===== src/rtl/mac_tx_pkg.sv =====
package mac_tx_pkg;
  typedef enum logic [2:0] {
    S_IDLE,
    S_PRE,
    S_DATA,
    S_JAM,
    S_BACK,
    S_DROP,
    S_GAP
  } tx_state_e;
endpackage


===== src/rtl/mac_tx_store.sv =====
module mac_tx_store #(
  parameter int DEPTH       = 128,
  parameter int BURST_BYTES = 16,
  localparam int AW = $clog2(DEPTH),
  localparam int PW = AW + 1
) (
  input  logic          clk_i,
  input  logic          rst_ni,
  input  logic          wr_valid_i,
  input  logic [7:0]    wr_data_i,
  input  logic          wr_eof_i,
  input  logic [PW-1:0] rd_ptr_i,
  input  logic [PW-1:0] base_ptr_i,
  input  logic          eof_done_i,
  output logic [7:0]    rd_data_o,
  output logic          rd_eof_o,
  output logic [PW-1:0] used_o,
  output logic [PW-1:0] ahead_o,
  output logic          eof_pend_o,
  output logic          room_o
);
  logic [8:0]    mem_q [DEPTH];
  logic [PW-1:0] wr_ptr_q;
  logic [PW-1:0] eof_cnt_q;
  logic          full, wr_fire;

  assign used_o   = wr_ptr_q - base_ptr_i;
  assign ahead_o  = wr_ptr_q - rd_ptr_i;
  assign full     = (used_o == PW'(DEPTH));
  assign wr_fire  = wr_valid_i && !full;
  assign room_o   = ((PW+1)'(DEPTH) - {1'b0, used_o}) >= (PW+1)'(BURST_BYTES);
  assign eof_pend_o = (eof_cnt_q != '0);
  assign {rd_eof_o, rd_data_o} = mem_q[rd_ptr_i[AW-1:0]];

  always_ff @(posedge clk_i) begin
    if (wr_fire) mem_q[wr_ptr_q[AW-1:0]] <= {wr_eof_i, wr_data_i};
  end

  always_ff @(posedge clk_i or negedge rst_ni) begin
    if (!rst_ni) begin
      wr_ptr_q  <= '0;
      eof_cnt_q <= '0;
    end else begin
      if (wr_fire) wr_ptr_q <= wr_ptr_q + 1'b1;
      case ({wr_fire && wr_eof_i, eof_done_i})
        2'b10:   eof_cnt_q <= eof_cnt_q + 1'b1;
        2'b01:   eof_cnt_q <= eof_cnt_q - 1'b1;
        default: eof_cnt_q <= eof_cnt_q;
      endcase
    end
  end

  p_no_overflow_r3: assert property (@(posedge clk_i) disable iff (!rst_ni)
    used_o <= PW'(DEPTH));
  p_eof_known_r5: assert property (@(posedge clk_i) disable iff (!rst_ni)
    eof_done_i |-> eof_cnt_q != '0);
endmodule


===== src/rtl/mac_tx_lfsr.sv =====
module mac_tx_lfsr #(
  parameter int W     = 10,
  parameter int TAP_A = 9,
  parameter int TAP_B = 6
) (
  input  logic         clk_i,
  input  logic         rst_ni,
  output logic [W-1:0] lfsr_o
);
  always_ff @(posedge clk_i or negedge rst_ni) begin
    if (!rst_ni) lfsr_o <= '1;
    else         lfsr_o <= {lfsr_o[W-2:0], lfsr_o[TAP_A] ^ lfsr_o[TAP_B]};
  end

  p_lfsr_live_r9: assert property (@(posedge clk_i) disable iff (!rst_ni)
    lfsr_o != '0);
endmodule


===== src/rtl/mac_tx_ctrl.sv =====
module mac_tx_ctrl
  import mac_tx_pkg::*;
#(
  parameter int DEPTH       = 128,
  parameter int BURST_BYTES = 16,
  parameter int HOLD_BYTES  = 64,
  parameter int IFG_BITS    = 96,
  parameter int JAM_BITS    = 32,
  parameter int MAX_TRY     = 16,
  parameter int SLOT_BITS   = 512,
  parameter int BO_LIMIT    = 10,
  localparam int PW  = $clog2(DEPTH) + 1,
  localparam int TW  = $clog2(MAX_TRY + 1),
  localparam int IW  = $clog2(HOLD_BYTES) + 1,
  localparam int BCW = $clog2((JAM_BITS > 64) ? JAM_BITS : 64),
  localparam int CW  = $clog2((2**BO_LIMIT) * SLOT_BITS + IFG_BITS + 2)
) (
  input  logic          clk_i,
  input  logic          rst_ni,
  input  logic          tx_en_i,
  input  logic          wr_valid_i,
  input  logic [7:0]    wr_data_i,
  input  logic          wr_eof_i,
  output logic          room_o,
  output logic          txd_o,
  output logic          txen_o,
  input  logic          col_i,
  input  logic          stat_rd_i,
  output logic [TW+1:0] stat_o
);
  tx_state_e      state_q;
  logic [BCW-1:0] bit_cnt_q;
  logic [CW-1:0]  cnt_q;
  logic [IW-1:0]  byte_idx_q;
  logic [TW-1:0]  tries_q;
  logic [PW-1:0]  rd_ptr_q, base_ptr_q;
  logic [PW-1:0]  used, ahead;
  logic [7:0]     rd_data;
  logic           rd_eof, eof_pend, eof_done;
  logic           can_go, col_ok, byte_end, stat_upd;
  logic [TW+1:0]  stat_nx;
  logic [BO_LIMIT-1:0] lfsr, bo_mask;
  logic [CW-1:0]  bo_wait;

  mac_tx_store #(.DEPTH(DEPTH), .BURST_BYTES(BURST_BYTES)) u_store (
    .clk_i, .rst_ni, .wr_valid_i, .wr_data_i, .wr_eof_i,
    .rd_ptr_i(rd_ptr_q), .base_ptr_i(base_ptr_q), .eof_done_i(eof_done),
    .rd_data_o(rd_data), .rd_eof_o(rd_eof), .used_o(used), .ahead_o(ahead),
    .eof_pend_o(eof_pend), .room_o(room_o)
  );

  mac_tx_lfsr #(.W(BO_LIMIT)) u_lfsr (.clk_i, .rst_ni, .lfsr_o(lfsr));

  // backoff window grows with attempt number, capped at BO_LIMIT bits
  always_comb begin
    for (int i = 0; i < BO_LIMIT; i++) bo_mask[i] = (TW'(i) < tries_q);
  end
  assign bo_wait = CW'(lfsr & bo_mask) * CW'(SLOT_BITS);

  assign can_go   = tx_en_i && ((ahead >= PW'(HOLD_BYTES)) || eof_pend);
  assign col_ok   = col_i && ((state_q == S_PRE) ||
                    (state_q == S_DATA && byte_idx_q < IW'(HOLD_BYTES)));
  assign byte_end = (state_q == S_DATA) && !col_ok && (bit_cnt_q == BCW'(7));
  assign eof_done = (byte_end && rd_eof) ||
                    (state_q == S_DROP && ahead != '0 && rd_eof);

  always_comb begin
    stat_upd = 1'b0;
    stat_nx  = '0;
    if (byte_end && rd_eof) begin
      stat_upd = 1'b1;
      stat_nx  = {1'b1, 1'b0, tries_q};
    end else if (state_q == S_JAM && bit_cnt_q == BCW'(JAM_BITS-1) &&
                 tries_q == TW'(MAX_TRY)) begin
      stat_upd = 1'b1;
      stat_nx  = {1'b1, 1'b1, tries_q};
    end
  end

  always_comb begin
    txen_o = 1'b0;
    txd_o  = 1'b0;
    case (state_q)
      S_PRE:  begin txen_o = 1'b1; txd_o = (bit_cnt_q == BCW'(63)) | ~bit_cnt_q[0]; end
      S_DATA: begin txen_o = 1'b1; txd_o = rd_data[bit_cnt_q[2:0]]; end
      S_JAM:  begin txen_o = 1'b1; txd_o = ~bit_cnt_q[0]; end
      default: ;
    endcase
  end

  always_ff @(posedge clk_i or negedge rst_ni) begin
    if (!rst_ni) begin
      state_q    <= S_IDLE;
      bit_cnt_q  <= '0;
      cnt_q      <= '0;
      byte_idx_q <= '0;
      tries_q    <= '0;
      rd_ptr_q   <= '0;
      base_ptr_q <= '0;
    end else begin
      if (col_ok) begin
        state_q   <= S_JAM;
        bit_cnt_q <= '0;
        tries_q   <= tries_q + 1'b1;
        rd_ptr_q  <= base_ptr_q;
      end else begin
        case (state_q)
          S_IDLE: if (can_go) begin
            state_q   <= S_PRE;
            bit_cnt_q <= '0;
          end
          S_GAP: if (cnt_q == CW'(IFG_BITS-1)) begin
            state_q   <= can_go ? S_PRE : S_IDLE;
            bit_cnt_q <= '0;
          end else cnt_q <= cnt_q + 1'b1;
          S_PRE: if (bit_cnt_q == BCW'(63)) begin
            state_q    <= S_DATA;
            bit_cnt_q  <= '0;
            byte_idx_q <= '0;
          end else bit_cnt_q <= bit_cnt_q + 1'b1;
          S_DATA: if (byte_end) begin
            rd_ptr_q  <= rd_ptr_q + 1'b1;
            bit_cnt_q <= '0;
            // bytes past the collision window no longer need replay
            if (byte_idx_q >= IW'(HOLD_BYTES-1) || rd_eof) base_ptr_q <= rd_ptr_q + 1'b1;
            if (byte_idx_q < IW'(HOLD_BYTES)) byte_idx_q <= byte_idx_q + 1'b1;
            if (rd_eof) begin
              state_q <= S_GAP;
              cnt_q   <= '0;
              tries_q <= '0;
            end
          end else bit_cnt_q <= bit_cnt_q + 1'b1;
          S_JAM: if (bit_cnt_q == BCW'(JAM_BITS-1)) begin
            if (tries_q == TW'(MAX_TRY)) begin
              state_q <= S_DROP;
              tries_q <= '0;
            end else if (bo_wait == '0) begin
              state_q <= S_GAP;
              cnt_q   <= '0;
            end else begin
              state_q <= S_BACK;
              cnt_q   <= bo_wait;
            end
          end else bit_cnt_q <= bit_cnt_q + 1'b1;
          S_BACK: if (cnt_q == CW'(1)) begin
            state_q <= S_GAP;
            cnt_q   <= '0;
          end else cnt_q <= cnt_q - 1'b1;
          S_DROP: if (ahead != '0) begin
            rd_ptr_q   <= rd_ptr_q + 1'b1;
            base_ptr_q <= rd_ptr_q + 1'b1;
            if (rd_eof) begin
              state_q <= S_GAP;
              cnt_q   <= '0;
            end
          end
          default: state_q <= S_IDLE;
        endcase
      end
    end
  end

  always_ff @(posedge clk_i or negedge rst_ni) begin
    if (!rst_ni)        stat_o <= '0;
    else if (stat_upd)  stat_o <= stat_nx;
    else if (stat_rd_i) stat_o <= '0;
  end

  // cycles with the line idle since it last dropped, for the gap check
  logic [CW-1:0] low_cnt_q;
  always_ff @(posedge clk_i or negedge rst_ni) begin
    if (!rst_ni)                          low_cnt_q <= CW'(IFG_BITS);
    else if (txen_o)                      low_cnt_q <= '0;
    else if (low_cnt_q < CW'(IFG_BITS))   low_cnt_q <= low_cnt_q + 1'b1;
  end

  p_start_gated_r1: assert property (@(posedge clk_i) disable iff (!rst_ni)
    $rose(txen_o) |-> $past(tx_en_i));
  p_hold_level_r2: assert property (@(posedge clk_i) disable iff (!rst_ni)
    $rose(txen_o) |-> $past(ahead >= PW'(HOLD_BYTES) || eof_pend));
  p_gap_kept_r6: assert property (@(posedge clk_i) disable iff (!rst_ni)
    $rose(txen_o) |-> low_cnt_q >= CW'(IFG_BITS));
  p_rewind_r7: assert property (@(posedge clk_i) disable iff (!rst_ni)
    $rose(state_q == S_JAM) |-> rd_ptr_q == base_ptr_q);
  p_late_free_r8: assert property (@(posedge clk_i) disable iff (!rst_ni)
    (state_q == S_DATA && byte_idx_q >= IW'(HOLD_BYTES)) |-> base_ptr_q == rd_ptr_q);
  p_held_in_store_r3: assert property (@(posedge clk_i) disable iff (!rst_ni)
    (rd_ptr_q - base_ptr_q) <= used);
  p_try_cap_r10: assert property (@(posedge clk_i) disable iff (!rst_ni)
    tries_q <= TW'(MAX_TRY));
  p_stat_clear_r11: assert property (@(posedge clk_i) disable iff (!rst_ni)
    (stat_rd_i && !stat_upd) |=> stat_o == '0);
endmodule


===== config.mk =====
export PLATFORM = sky130hd
export DESIGN_NAME = mac_tx_ctrl
export DESIGN_NICKNAME = d
export VERILOG_FILES = /design/src/rtl/mac_tx_pkg.sv /design/src/rtl/mac_tx_store.sv /design/src/rtl/mac_tx_lfsr.sv /design/src/rtl/mac_tx_ctrl.sv
export SDC_FILE = /design/constraint.sdc
export NUM_CORES = 2
export LEC_CHECK = 0
export BUFFER_PORTS_ARGS = -buffer_cell sky130_fd_sc_hd__buf_2
export CORE_ASPECT_RATIO = 1.1
export CORE_MARGIN = 4
export CORE_UTILIZATION = 35
export CTS_CLUSTER_SIZE = 28
export DETAILED_ROUTE_END_ITERATION = 10
export PLACE_DENSITY = 0.45
export SLEW_MARGIN = 10
export SYNTH_ARGS = -nofsm -noshare
export SYNTH_HDL_FRONTEND = slang
export SYNTH_SLANG_ARGS = --single-unit

===== constraint.sdc =====
create_clock -name clk_i -period 11.9 [get_ports clk_i]
set_input_delay 0.595 -clock clk_i [delete_from_list [all_inputs] [get_ports clk_i]]
set_output_delay 0.595 -clock clk_i [all_outputs]
set_load 0.1 [all_outputs]

==> flow_metrics.tcl <==
set metrics [dict create \
    status "finished, final reports clean" \
    htreeDepth 4 \
    finalNetCount 3023 \
    hold_path.class "input pin to flip-flop" \
    ys_seq_elements 1242 \
    holdBufCountCts 1 \
    regToRegSetupSlack_ns 5.45 \
    synth_edf_count 1152 \
    rows 146 \
    antenna_found_initial 4 \
    synthFlopType "edfxtp_1" \
    area_growth_pct 13.1 \
    synth_compound_area_frac 0.0513 \
    cts_tree "done" \
    die_w_um 372 \
    drc 0 \
    fillers 13000 \
    die_area_mm2 0.152 \
    muxShareOfSynthArea 0.140 \
    start_util 0.354 \
    grt_pass1_wl_mm 215 \
    hold_ws_ns 0.119 \
    timing.final.crit_period_ns 6.93 \
    final_cell_mix "1152 x edfxtp_1, 245 x mux4_2, 174 x nor2_1, 148 x nand2_1, 141 x clkbuf_16" \
    finalCritPeriodShare 0.582 \
    synth.top_cell.area_share 0.677 \
    drt_iter0_drc 2608 \
    cpMaxStageDelayCell "buf_4" \
    die_h_um 409 \
    endpoint "txd_o" \
    power.leakage_nw 18.8 \
    cp-end-kind "output port" \
    cap_violations 0 \
    reg2reg_from "rd_ptr_q[1]$_DFFE_PN0P_" \
    reg2regPathDepth 19 \
    finalWirelength_mm 152 \
    layout_commonest_cell "edfxtp_1" \
    worst_setup_hold_path_clk_slew_ns 0.06 \
    crit_type "flip-flop to output port" \
    synth_area_mm2 0.0511 \
    arrival_ns 6.33 \
    cts_resized 0 \
    syn-num-nets 2924 \
    core-area_mm2 0.144 \
    syn_avg_cell_area_um2 17.8 \
    avgRoutedWirePerCell_um 30.3 \
    root_buffer "clkbuf_16" \
    r2r_end "u_store.eof_cnt_q[7]$_DFFE_PN0P_" \
    dpl-instance-area_mm2 0.0536 \
    insertion_delay_ns 0.77 \
    worstSetupStartpointType "flip-flop" \
    synth_top_family_by_area "multiplexers" \
    worstMarginPinSlew_ns 1.26 \
    crit_chain "buf_4 > buf_4 > or3b_2 > o22ai_1 > a211o_1 > o21ai_0 > o2111ai_1 > o311ai_0 > o21ai_0 > o311a_1 > o2bb2ai_1 > buf_2" \
    ant_nets 0 \
    post_cts_buffers 0 \
    vias_per_cell 5.57 \
    hold_start "stat_rd_i" \
    cts_buffers 135 \
    fin_setup_tns_ns 0 \
    synth_top_cell_by_area "edfxtp_1" \
    relSlewSlack 0.154 \
    rsz0062_at_grt "no" \
    yosysSeqAreaShare 0.721 \
    grt_use_total 0.198 \
    p_per_area_mw_per_mm2 231 \
    cts.sink_count 1242 \
    synth.area.top_cells "edfxtp_1 68%, mux4_2 11%, dfrtp_1 3.9%" \
    pin_count 25 \
    synthSimpleGateAreaFrac 0.0508 \
    grt_pass1_vias 28100 \
    synth-xor-area-share 0.00806 \
    postLayoutCellArea_mm2 0.0578 \
    slowest_delay_ns 0.87 \
    peakVddDrop_v 0.000188 \
    dp_hpwl_mm 93.7 \
    grt_overflow 0 \
    dr.pass1.iters 5 \
    crit_start "rd_ptr_q[1]$_DFFE_PN0P_" \
    grt_max_degree 96 \
    drv_slew 0 \
    synth-async-reset-ratio 0.0725 \
    syn_inst 2876 \
    worstPathMaxFanout 56 \
    yosys_warnings 0 \
    drive_above_1_share 0.195 \
    hold_viol_final 0 \
    synth.distinct_cells 83 \
    fin_skew_ns 0.0281 \
    synth_fa_ha_area_frac 0.00838 \
    max_clock_freq_mhz 144 \
    cts_max_path_buffers 3 \
    portBuffers 24 \
    setup_violations 0 \
    vias 27900 \
    gp_congestion 0.819 \
    cp.required_ns 11.31 \
]
-- metrics by stage --
step / utilization / power, mW / setup WS (ns) / cells
after floorplan: - / 7.80 / 6.61 / 2876
after global placement: 0.371 / 9.42 / 5.39 / 4759
after detailed placement: 0.371 / 9.45 / 5.45 / 4761
after CTS: 0.400 / 13.5 / 4.76 / 5002
after global routing: 0.400 / 13.9 / 4.71 / 5002
final: 0.400 / 13.3 / 4.97 / 5004
-- where the power goes --
group / switching [mW] / internal [mW] / total, mW
logic: 2.71 / 1.44 / 4.15
clock network: 1.72 / 2.28 / 4.01
registers: 0.234 / 4.94 / 5.17
-- layer usage --
metal	vias to the layer above	global-route usage	routed length, µm
met5	-	0	22
li1	11800	-	-
met1	15000	0.275	66400
met4	4	0.0615	4150
met3	190	0.0327	7780
met2	892	0.321	73300
-- sequential cells by signal (all words and copies together) (netlist names) --
register and count:
base_ptr_q 8, bit_cnt_q 6, byte_idx_q 7, cnt_q 20
rd_ptr_q 8, stat_o 7, state_q 3, tries_q 5
u_lfsr.lfsr_o 10, u_store.eof_cnt_q 8, u_store.mem_q 1152, u_store.wr_ptr_q 8
-- synthesized netlist by cell type (10+ instances only) --
master	instances
dfrtp_1	80
buf_4	15
dfstp_2	10
edfxtp_1	1152
buf_1	13
o211ai_1	10
nand2_1	148
nand3_1	50
a21oi_1	84
clkbuf_1	90
nor2b_1	25
a221oi_1	14
nor4_1	13
o221ai_1	24
xor2_1	21
o21ai_0	93
or3_1	10
ha_1	31
a211oi_1	24
o22ai_1	28
mux4_2	245
nor2_1	175
buf_6	21
buf_2	20
a31oi_1	18
inv_1	37
a22oi_1	21
mux2i_1	137
xnor2_1	26
nor3_1	71
-- worst min path at each step --
stage | cells after the start | slack (ns) | endpoint
3_5_place_dp | 0 | 0.36 | u_lfsr.lfsr_o[9]$_DFF_PN1_
4_1_cts | 2 | 0.05 | stat_o[6]$_DFFE_PN0P_
6_report | 2 | 0.12 | stat_o[6]$_DFFE_PN0P_
2_1_floorplan | 0 | 0.30 | base_ptr_q[0]$_DFFE_PN0P_
5_1_grt | 2 | 0.10 | stat_o[6]$_DFFE_PN0P_
3_3_place_gp | 0 | 0.35 | u_lfsr.lfsr_o[9]$_DFF_PN1_
-- logic make-up (layout without fill, tap and decap cells) --
kind of cell | Yosys count | after routing
DFF | 1242 | 1242
and+or+nand+nor | 558 | 558
AOI/OAI and AO/OA | 398 | 398
muxes | 395 | 395
buffers and inverters | 203 | 405
xor gates and xnor gates | 47 | 47
adders and majority gates | 33 | 33
other | 0 | 2
-- critical path, delay by kind of cell (launching register included) --
family / cells / cell delay (ns)
AO/OA/AOI/OAI: 8 / 2.16
buffers and inverters: 3 / 1.98
flip-flops: 1 / 0.73
AND/OR/NAND/NOR: 1 / 0.57
-- final cells by class --
| class | instances | area (µm²) | area share |
|---|---|---|---|
| flip-flops and latches | 1242 | 36900 | 0.638 |
| clock buffers | 174 | 3670 | 0.0635 |
| well taps | 1924 | 2410 | 0.0417 |
| multi-input cells | 1431 | 13300 | 0.230 |
| repair buffers | 124 | 921 | 0.0159 |
| clock inverters | 66 | 475 | 0.00823 |
| inverters | 41 | 155 | 0.00268 |
| diodes | 2 | 5.00 | 0.0000866 |
Note: power is estimated with default switching activity, not from simulation.
